## config.mk

```make
export PLATFORM = sky130hd
export DESIGN_NAME = wprot_ctrl
export DESIGN_NICKNAME = d
export VERILOG_FILES = /design/src/rtl/wprot_pkg.sv /design/src/rtl/wprot_decode.sv /design/src/rtl/wprot_cell.sv /design/src/rtl/wprot_bankmux.sv /design/src/rtl/wprot_ctrl.sv
export SDC_FILE = /design/constraint.sdc
export NUM_CORES = 1
export LEC_CHECK = 0
export BUFFER_PORTS_ARGS = -buffer_cell sky130_fd_sc_hd__buf_2
export CAP_MARGIN = 10
export CORE_UTILIZATION = 50
export CTS_CLUSTER_SIZE = 14
export DETAILED_ROUTE_END_ITERATION = 12
export PLACE_DENSITY = 0.68
export SLEW_MARGIN = 20
export SYNTH_ARGS = -nofsm -noshare
export SYNTH_HDL_FRONTEND = slang
export SYNTH_HIERARCHICAL = 1
export SYNTH_SLANG_ARGS = --single-unit
```

## constraint.sdc

```tcl
create_clock -name clk -period 3.65 [get_ports clk]
set_clock_uncertainty 0.2 [all_clocks]
set_input_delay 0.1825 -clock clk [delete_from_list [all_inputs] [get_ports clk]]
set_output_delay 0.1825 -clock clk [all_outputs]
set_load 0.01 [all_outputs]
```

## src/rtl/wprot_pkg.sv

```systemverilog
`timescale 1ns/1ps
package wprot_pkg;
   localparam int WORD_W  = 32;
   localparam int KEY_LSB = 16;
   localparam int ID_BITS = 7;
   localparam int MAX_PER = 1 << ID_BITS;

   typedef enum logic [1:0] {
      ACT_NONE   = 2'd0,
      ACT_UNPROT = 2'd1,
      ACT_PROT   = 2'd2,
      ACT_FREEZE = 2'd3
   } wp_act_e;

   function automatic wp_act_e cmd_action(input logic [WORD_W-1:0] w);
      return wp_act_e'(w[KEY_LSB +: 2]);
   endfunction

   function automatic logic [ID_BITS-1:0] cmd_target(input logic [WORD_W-1:0] w);
      return w[ID_BITS-1:0];
   endfunction
endpackage

```

## src/rtl/wprot_decode.sv

```systemverilog
`timescale 1ns/1ps
module wprot_decode
   import wprot_pkg::*;
#(
   parameter int NPER = 128
) (
   input  logic              cmd_we,
   input  logic [WORD_W-1:0] cmd_word,
   output wp_act_e           act,
   output logic [NPER-1:0]   hit
);
   logic [ID_BITS-1:0] tgt;
   logic               live;
   logic [22:0]        unused_fields;

   assign act  = cmd_action(cmd_word);
   assign tgt  = cmd_target(cmd_word);
   assign live = cmd_we && (act != ACT_NONE);
   assign unused_fields = {cmd_word[31:18], cmd_word[15:7]};

   generate
      if (NPER < WORD_W || NPER > MAX_PER || (NPER % WORD_W) != 0) begin : g_bad_nper
         $error("wprot_decode: NPER must be a multiple of 32 between 32 and 128");
      end
      for (genvar i = 0; i < NPER; i++) begin : g_hit
         assign hit[i] = live && (tgt == ID_BITS'(i));
      end
   endgenerate
endmodule

```

## src/rtl/wprot_cell.sv

```systemverilog
`timescale 1ns/1ps
module wprot_cell
   import wprot_pkg::*;
(
   input  logic    clk,
   input  logic    rst_n,
   input  logic    hit,
   input  wp_act_e act,
   input  logic    clr_err,
   output logic    prot,
   output logic    lock,
   output logic    err,
   output logic    refuse
);
   logic nxt_prot, nxt_lock;

   always_comb begin
      nxt_prot = prot;
      nxt_lock = lock;
      refuse   = 1'b0;
      if (hit) begin
         if (lock) begin
            refuse = 1'b1;
         end else begin
            case (act)
               ACT_UNPROT: begin
                  if (!prot) refuse = 1'b1;
                  else       nxt_prot = 1'b0;
               end
               ACT_PROT: begin
                  if (prot) refuse = 1'b1;
                  else      nxt_prot = 1'b1;
               end
               ACT_FREEZE: begin
                  nxt_prot = 1'b1;
                  nxt_lock = 1'b1;
               end
               default: ;
            endcase
         end
      end
   end

   always_ff @(posedge clk or negedge rst_n) begin
      if (!rst_n) begin
         prot <= 1'b0;
         lock <= 1'b0;
         err  <= 1'b0;
      end else begin
         prot <= nxt_prot;
         lock <= nxt_lock;
         if (refuse)       err <= 1'b1;
         else if (clr_err) err <= 1'b0;
      end
   end

   AST_LOCK_HOLDS:    assert property (@(posedge clk) disable iff (!rst_n) lock |=> lock);
   AST_LOCK_FREEZES:  assert property (@(posedge clk) disable iff (!rst_n) lock |=> $stable(prot));
   AST_LOCK_HAS_PROT: assert property (@(posedge clk) disable iff (!rst_n) lock |-> prot);
   AST_REFUSE_KEEPS:  assert property (@(posedge clk) disable iff (!rst_n)
                                       refuse |=> (prot == $past(prot)) && err);
endmodule

```

## src/rtl/wprot_bankmux.sv

```systemverilog
`timescale 1ns/1ps
module wprot_bankmux
   import wprot_pkg::*;
#(
   parameter int NPER  = 128,
   parameter int SEL_W = 2
) (
   input  logic [NPER-1:0]   flags,
   input  logic [SEL_W-1:0]  sel,
   output logic [WORD_W-1:0] word
);
   localparam int NBANK = NPER / WORD_W;

   logic [WORD_W-1:0] words [NBANK];

   generate
      for (genvar b = 0; b < NBANK; b++) begin : g_word
         assign words[b] = flags[b*WORD_W +: WORD_W];
      end
   endgenerate

   always_comb begin
      word = '0;
      for (int b = 0; b < NBANK; b++) begin
         if (sel == SEL_W'(b)) word = words[b];
      end
   end
endmodule

```

## src/rtl/wprot_ctrl.sv

```systemverilog
`timescale 1ns/1ps
module wprot_ctrl
   import wprot_pkg::*;
#(
   parameter int NPER   = 128,
   parameter int BSEL_W = ((NPER / 32) > 1) ? $clog2(NPER / 32) : 1
) (
   input  logic              clk,
   input  logic              rst_n,
   input  logic              cmd_we,
   input  logic [31:0]       cmd_word,
   output logic [31:0]       cmd_rdata,
   input  logic [BSEL_W-1:0] bank_sel,
   input  logic              err_clr_we,
   input  logic [31:0]       err_clr_mask,
   output logic [31:0]       prot_bank,
   output logic [31:0]       lock_bank,
   output logic [31:0]       err_bank,
   output logic [NPER-1:0]   prot_vec,
   output logic              cmd_refused,
   output logic              err_any
);
   localparam int NBANK   = NPER / WORD_W;
   localparam int SEL_REQ = (NBANK > 1) ? $clog2(NBANK) : 1;

   generate
      if (BSEL_W != SEL_REQ) begin : g_bad_sel
         $error("wprot_ctrl: BSEL_W does not match NPER");
      end
   endgenerate

   wp_act_e         act;
   logic [NPER-1:0] hit;
   logic [NPER-1:0] prot_q, lock_q, err_q, refuse_v, clr_v;
   logic            refused_q;

   wprot_decode #(.NPER(NPER)) u_dec (
      .cmd_we   (cmd_we),
      .cmd_word (cmd_word),
      .act      (act),
      .hit      (hit)
   );

   generate
      for (genvar i = 0; i < NPER; i++) begin : g_cell
         assign clr_v[i] = err_clr_we && (bank_sel == BSEL_W'(i / WORD_W)) && err_clr_mask[i % WORD_W];
         wprot_cell u_cell (
            .clk     (clk),
            .rst_n   (rst_n),
            .hit     (hit[i]),
            .act     (act),
            .clr_err (clr_v[i]),
            .prot    (prot_q[i]),
            .lock    (lock_q[i]),
            .err     (err_q[i]),
            .refuse  (refuse_v[i])
         );
      end
   endgenerate

   wprot_bankmux #(.NPER(NPER), .SEL_W(BSEL_W)) u_prot_mux (
      .flags (prot_q), .sel (bank_sel), .word (prot_bank));
   wprot_bankmux #(.NPER(NPER), .SEL_W(BSEL_W)) u_lock_mux (
      .flags (lock_q), .sel (bank_sel), .word (lock_bank));
   wprot_bankmux #(.NPER(NPER), .SEL_W(BSEL_W)) u_err_mux (
      .flags (err_q),  .sel (bank_sel), .word (err_bank));

   always_ff @(posedge clk or negedge rst_n) begin
      if (!rst_n) refused_q <= 1'b0;
      else        refused_q <= |refuse_v;
   end

   assign prot_vec    = prot_q;
   assign cmd_refused = refused_q;
   assign err_any     = |err_q;
   assign cmd_rdata   = '0;

   AST_IDLE_HOLD:     assert property (@(posedge clk) disable iff (!rst_n) !cmd_we |=> $stable(prot_vec));
   AST_IDLE_NO_REF:   assert property (@(posedge clk) disable iff (!rst_n) !cmd_we |=> !cmd_refused);
   AST_SINGLE_TARGET: assert property (@(posedge clk) disable iff (!rst_n)
                                       1'b1 |=> ($countones(prot_vec ^ $past(prot_vec)) <= 1));
   AST_REFUSE_FLAGS:  assert property (@(posedge clk) disable iff (!rst_n) cmd_refused |-> err_any);
endmodule

```

==> results of run 1 <==
## per-stage QoR
| stage | power, mW | setup slack [ns] | std cells |
|---|---|---|---|
| after floorplan | 5.66 | 0.156 | 2531 |
| after global placement | 6.28 | 0.615 | 3487 |
| after detailed placement | 6.33 | 0.581 | 3487 |
| after CTS | 11.1 | 0.448 | 3605 |
| after global routing | 11.4 | 0.379 | 3610 |
| final | 11.1 | 0.403 | 3611 |
## kinds of logic after synthesis
kind of cell | share of synthesized area
simple gates | 0.393
compound gates | 0.129
flops | 0.368
mux | 0.0836
buf+inv | 0.0257
other cells | 0.000143
## state kept, by name, indices dropped and copies added, names as in the netlist
signal              flops
g_cell.u_cell/prot    128
g_cell.u_cell/err     128
g_cell.u_cell/lock    128
cmd_refused             1
## metal layers
| metal | vias up | global-route usage | share of wire |
|---|---|---|---|
| met5 | - | 0 | 0.00025 |
| li1 | 10700 | - | - |
| met4 | 4 | 0.149 | 0.046 |
| met3 | 207 | 0.0641 | 0.081 |
| met2 | 1063 | 0.519 | 0.46 |
| met1 | 12200 | 0.456 | 0.41 |
## power by group through the flow
stage          sequential (mW)  combinational, mW  clock (mW)
2_1_floorplan             4.77              0.892           0
3_3_place_gp              4.81               1.47           0
3_5_place_dp              4.83               1.50           0
4_1_cts                   4.76               1.54        4.81
5_1_grt                   4.80               1.65        4.98
6_report                  4.77               1.55        4.76
## cell usage after synthesis, types with 8 or more instances
| master | count | area (sq um) |
|---|---|---|
| nand3b_1 | 128 | 961 |
| a31o_2 | 128 | 1120 |
| nand2_1 | 291 | 1090 |
| nor2_2 | 8 | 50.1 |
| o2bb2ai_1 | 128 | 1120 |
| and2_1 | 129 | 807 |
| buf_4 | 34 | 255 |
| nand2b_1 | 128 | 801 |
| nand4b_1 | 128 | 1120 |
| and3b_1 | 132 | 1160 |
| clkbuf_2 | 9 | 45.0 |
| nand4bb_1 | 128 | 1440 |
| buf_12 | 9 | 180 |
| nor2_1 | 122 | 458 |
| buf_2 | 12 | 60.1 |
| mux4_2 | 90 | 2030 |
| dfrtp_1 | 385 | 9630 |
| o31a_1 | 128 | 1120 |
| nor3b_1 | 131 | 983 |
| clkbuf_1 | 13 | 48.8 |
| nor4_1 | 66 | 413 |
| nand4_1 | 144 | 901 |
## worst max-delay path by stage
stage	startpoint	to	slack (ns)	cells after the start
floorplan	cmd_word[17]	cmd_refused	0.16	7
global placement	cmd_word[16]	cmd_refused	0.62	8
detailed placement	cmd_word[16]	cmd_refused	0.58	8
CTS	g_cell[70].u_cell/err	err_any	0.45	5
global route	cmd_word[16]	cmd_refused	0.38	9
finish	g_cell[105].u_cell/err	err_any	0.40	5
## area by class of cell
cell class	count	share of cell area
antenna	6	0.000489
clock buffer	77	0.0476
clock inverter	4	0.00228
inverter	1	0.000122
multi-input combinational	2061	0.520
sequential	385	0.314
tap	680	0.0277
timing repair buffer	397	0.0874
## timing repair
action	in CTS	in global routing
endpoints found under the hold margin	336	0
buffers inserted	0	0
hold buffers	37	0
## critical path, delay by kind of cell (launching register included)
family                 cells  cell delay [ns]
and+or+nand+nor            4             1.69
DFF                        1             0.39
buffers and inverters      1             0.19
==> metrics.yaml, run 1 <==
critical_path:
  r2r_end: "cmd_refused"
  cp_cell_sequence: "nor4_1, nand4_1, nor4_1, nand2_1, buf_2"
  cp.required_ns: 3.27
  crit_path_end_kind: "primary output"
  path_class: "reg2out"
  critPathLaunchType: "register"
  worst-endpoint-arrival_ns: 2.86
  critPathSlowestCell: "nor4_1"
  cp_slowest_stage_delay_ns: 0.89
  r2r-start: "g_cell[15].u_cell/prot"
  r2r_slack_ns: 0.93
  crit_top_cell: "nor4_1"
  rr_worst_depth: 6
  worstPathMaxFanout: 3
yosys:
  avgSynthCellArea_sq_um: 10.5
  syn_inst: 2500
  synthesis.area_sq_mm: 0.0261
  synthFlopType: "dfrtp_1"
  ys_async_sr_fraction: 1.00
  yosysUniqueCellTypes: 35
  ys_ff_latch: 385
  synth_edf_count: 0
  yosysWarnings: 6
  seq_area_frac_synth: 0.368
drt:
  drc: 0
  ant_nets: 0
  avgViaCountPerCell: 6.71
  vias: 24200
  drt-total-wl_um: 90700
  wl_per_cell_um: 25.1
  drt-initial-drc-count: 2555
  drtPass1Iterations: 5
die:
  std_cell_rows: 83
  pin_count: 328
  die_h_um: 231
  core_area_sq_mm: 0.0515
  die_w_um: 231
  start_util: 0.508
  die_area_sq_mm: 0.0532
timing:
  fin_crit_ns: 3.25
  whs_ns: 0.0316
  setup_viol: 0
  tns_ns: 0
  finalCritPeriodShare: 0.890
  relSlewSlack: 0.305
  slew_viol_final: 0
  hold_viol: 0
  fmax_mhz: 308
  worst_pin_slew_ns: 1.03
  rsz0062_at_grt: "false"
global_route:
  grt_first_pass_wirelength_um: 137000
  grt_overflow: 0
  grt_pass1_vias: 22200
  grtUsageTotal: 0.335
  antenna_found_initial: 7
  grt_max_degree: 126
clock_tree:
  htree_num_levels: 2
  cts_made_buffers: 46
  cts.sinks: 385
  path_clk_slew_ns: 0.06
  cts_buffer_depth: 3
  cts_tree: "built"
  cts_resized: 0
  root_buffer: "clkbuf_16"
  worst_skew_pair.late_latency_ns: 0.59
job:
  maxCapViolCount: 0
power:
  pwr-share-clk: 0.430
  powerDensity_mw_per_mm2: 361
  peakVddDrop_uv: 325
  p_leak_nw: 13.1
  pwr-share-comb: 0.140
  power.switching_mw: 3.11
  p_seq_frac: 0.430
  swShare: 0.280
  p_int_mw: 7.97
place:
  place.gp.congestion: 0.912
  io_buffer_count: 272
  dp_hpwl_um: 61700
  placed_area_sq_mm: 0.0288
run_status:
  status: "finished clean"
finish:
  fin_util: 0.596
  areaGrowthSynthToFinish_pct: 17.3
  layout_commonest_cell: "dfrtp_1"
  final_area_sq_mm: 0.0307
  mostFrequentLayoutCells: "dfrtp_1 (385), nand2_1 (291), buf_2 (267)"
  multiInputGateArea_sq_mm: 0.0160
  layout-drive-gt1-share: 0.224
  ff_latch_area_sq_mm: 0.00963
  final_net_count: 2962
  n_fill_cell: 4436
worst_hold_path:
  hold_path_class: "in2async"
Power figures use the tool's default switching activity.
==> inputs of run 2 (changes only) <==
Settings changed: CORE_UTILIZATION 50 to 64, PLACE_DENSITY 0.68 to 0.85, SETUP_SLACK_MARGIN set to 0.3.
==> run 2 against run 1 <==
The run now ends with hold timing left. Via count increased by 2.1%. Clock power fell by 4.6%. Count of clock-buffer cells in the layout decreased by 15. Die area down 22%. Flip-flop and latch count is the same. Critical path depth rose by 5. Combinational power is essentially flat. Power is 2.2% lower. Sequential power about the same. Setup slack improved by 0.091 ns. Largest power group unchanged.
==> metrics.yaml, run 2 (synthesis gave the netlist of run 1 again) <==
run_status:
  violations: "hold timing"
  status: "finished, violations left"  # was finished clean
clock_tree:
  root_buffer: "clkbuf_16"  # unchanged
  cts_resized: 0  # unchanged
  cts_buffer_depth: 3  # unchanged
  path_clk_slew_ns: 0.06  # about the same
  worst_skew_pair.late_latency_ns: 0.60  # was 0.59 ns
  cts.sinks: 385  # unchanged
  cts_made_buffers: 44  # was 46
  htree_num_levels: 2  # unchanged
  cts_tree: "built"  # unchanged
finish:
  multiInputGateArea_sq_mm: 0.0160  # unchanged
  mostFrequentLayoutCells: "dfrtp_1 (385), nand2_1 (291), buf_2 (267)"  # unchanged
  reg.largest.list: "g_cell.u_cell/err: 128 flops, g_cell.u_cell/lock: 128 flops, g_cell.u_cell/prot: 128 flops"  # unchanged
  n_fill_cell: 2685  # was 4436
  layout-drive-gt1-share: 0.218  # was 0.224
  areaGrowthSynthToFinish_pct: 15.5  # was 17.3%
  final_net_count: 2928  # was 2962
  layout_commonest_cell: "dfrtp_1"  # unchanged
  ff_latch_area_sq_mm: 0.00963  # unchanged
  fin_util: 0.755  # was 0.596
timing:
  setup_viol: 0  # unchanged
  relSlewSlack: 0.306  # was 0.305
  finalCritPeriodShare: 0.865  # was 0.890
  rsz0062_at_grt: "false"  # unchanged
  fmax_mhz: 317  # was 308 MHz
  slew_viol_final: 0  # unchanged
  tns_ns: 0  # unchanged
  hold_viol: 11  # was 0
  whs_ns: -0.0167  # was 0.0316 ns
  worst_pin_slew_ns: 1.03  # about the same
  fin_crit_ns: 3.16  # was 3.25 ns
die:
  die_w_um: 204  # was 231 um
  pin_count: 328  # unchanged
  die_h_um: 204  # was 231 um
  core_area_sq_mm: 0.0400  # was 0.0515 sq mm
  std_cell_rows: 73  # was 83
  start_util: 0.654  # was 0.508
  die_area_sq_mm: 0.0417  # was 0.0532 sq mm
drt:
  drt-total-wl_um: 86200  # was 90700 um
  drtPass1Iterations: 6  # was 5
  wl_per_cell_um: 25.2  # was 25.1 um
  ant_nets: 0  # unchanged
  avgViaCountPerCell: 7.23  # was 6.71
  vias: 24700  # was 24200
  drt-initial-drc-count: 3291  # was 2555
  drc: 0  # unchanged
critical_path:
  r2r_slack_ns: 0.97  # was 0.93 ns
  critPathLaunchType: "input pin"  # was register
  cp.required_ns: 3.93  # was 3.27 ns
  rr_worst_depth: 6  # unchanged
  path_class: "in2reg"  # was reg2out
  crit_path_end_kind: "register"  # was primary output
  r2r_end: "cmd_refused"  # unchanged
  worstPathMaxFanout: 69  # was 3
  r2r-start: "g_cell[52].u_cell/prot"  # was g_cell[15].u_cell/prot
  worst-endpoint-arrival_ns: 3.43  # was 2.86 ns
global_route:
  antenna_found_initial: 7  # unchanged
  grtUsageTotal: 0.408  # was 0.335
  grt_first_pass_wirelength_um: 131000  # was 137000 um
  grt_max_degree: 140  # was 126
  grt_overflow: 0  # unchanged
  grt_pass1_vias: 22400  # was 22200
place:
  dp_hpwl_um: 57400  # was 61700 um
  place.gp.congestion: 0.935  # was 0.912
  io_buffer_count: 272  # unchanged
power:
  pwr-share-comb: 0.141  # was 0.140
  swShare: 0.285  # was 0.280
  p_seq_frac: 0.440  # was 0.430
  pwr-share-clk: 0.419  # was 0.430
  power.switching_mw: 3.09  # was 3.11 mW
  powerDensity_mw_per_mm2: 359  # was 361 mW/mm^2
  p_leak_nw: 12.9  # was 13.1 nW
  peakVddDrop_uv: 325  # about the same
  total_power_mw: 10.8  # was 11.1 mW
  p_int_mw: 7.75  # was 7.97 mW
job:
  maxCapViolCount: 0  # unchanged
worst_hold_path:
  hold_path_class: "in2async"  # unchanged
## run 2: worst max path at each step
stage	start	end	slack, ns
6_report	cmd_word[16]	cmd_refused	0.49
5_1_grt	cmd_word[16]	cmd_refused	0.34
4_1_cts	cmd_word[16]	cmd_refused	0.59
3_5_place_dp	cmd_word[16]	cmd_refused	0.57
3_3_place_gp	cmd_word[17]	cmd_refused	0.64
2_1_floorplan	cmd_word[16]	cmd_refused	0.67
## run 2: timing repair
item / in CTS / in global routing
hold buffers: 35 / 0
endpoints found under the hold margin: 375 / 0
setup endpoints to repair: 0 / 0
buffers inserted: 0 / 0
## run 2: per-layer routing
layer,wire length (um),vias to the layer above,GRT usage
met1,32900,12300,0.554
met3,9020,306,0.0727
met4,5000,4,0.226
met2,39300,1445,0.621
met5,26,-,0
li1,-,10700,-
## run 2: cell type report
cell class	instances	area share
clock inverters	17	0.00605
well taps	525	0.0218
repair buffers	365	0.0819
inverters	1	0.000124
multi-input cells	2061	0.529
diodes	7	0.000580
clock buffers	62	0.0417
flip-flops and latches	385	0.319
## run 2: stage by stage
stage / std cells / area (sq um) / setup WS [ns] / hold WS [ns]
after floorplan: 2531 / 26300 / 0.673 / -0.313
after global placement: 3302 / 28400 / 0.644 / 0.0147
after detailed placement: 3302 / 28400 / 0.568 / 0.0228
after CTS: 3416 / 30200 / 0.589 / 0.00501
after global routing: 3422 / 30200 / 0.342 / 0.0337
final: 3423 / 30200 / 0.494 / -0.0167
## run 2: power groups by stage
stage | clock network, mW | registers (mW) | logic (mW)
floorplan | 0 | 4.77 | 0.888
global placement | 0 | 4.80 | 1.42
detailed placement | 0 | 4.83 | 1.46
CTS | 4.56 | 4.75 | 1.50
global route | 4.72 | 4.79 | 1.62
finish | 4.54 | 4.77 | 1.52
## run 2: worst max-delay path, stage by stage
cell	delay (ns)
dlygate4sd3_1	0.56
buf_8	0.38
buf_12	0.28
buf_4	0.22
and3b_1	0.19
o31a_1	0.31
nor4_1	0.61
nand4_1	0.25
nor4_1	0.32
nand2_1	0.08
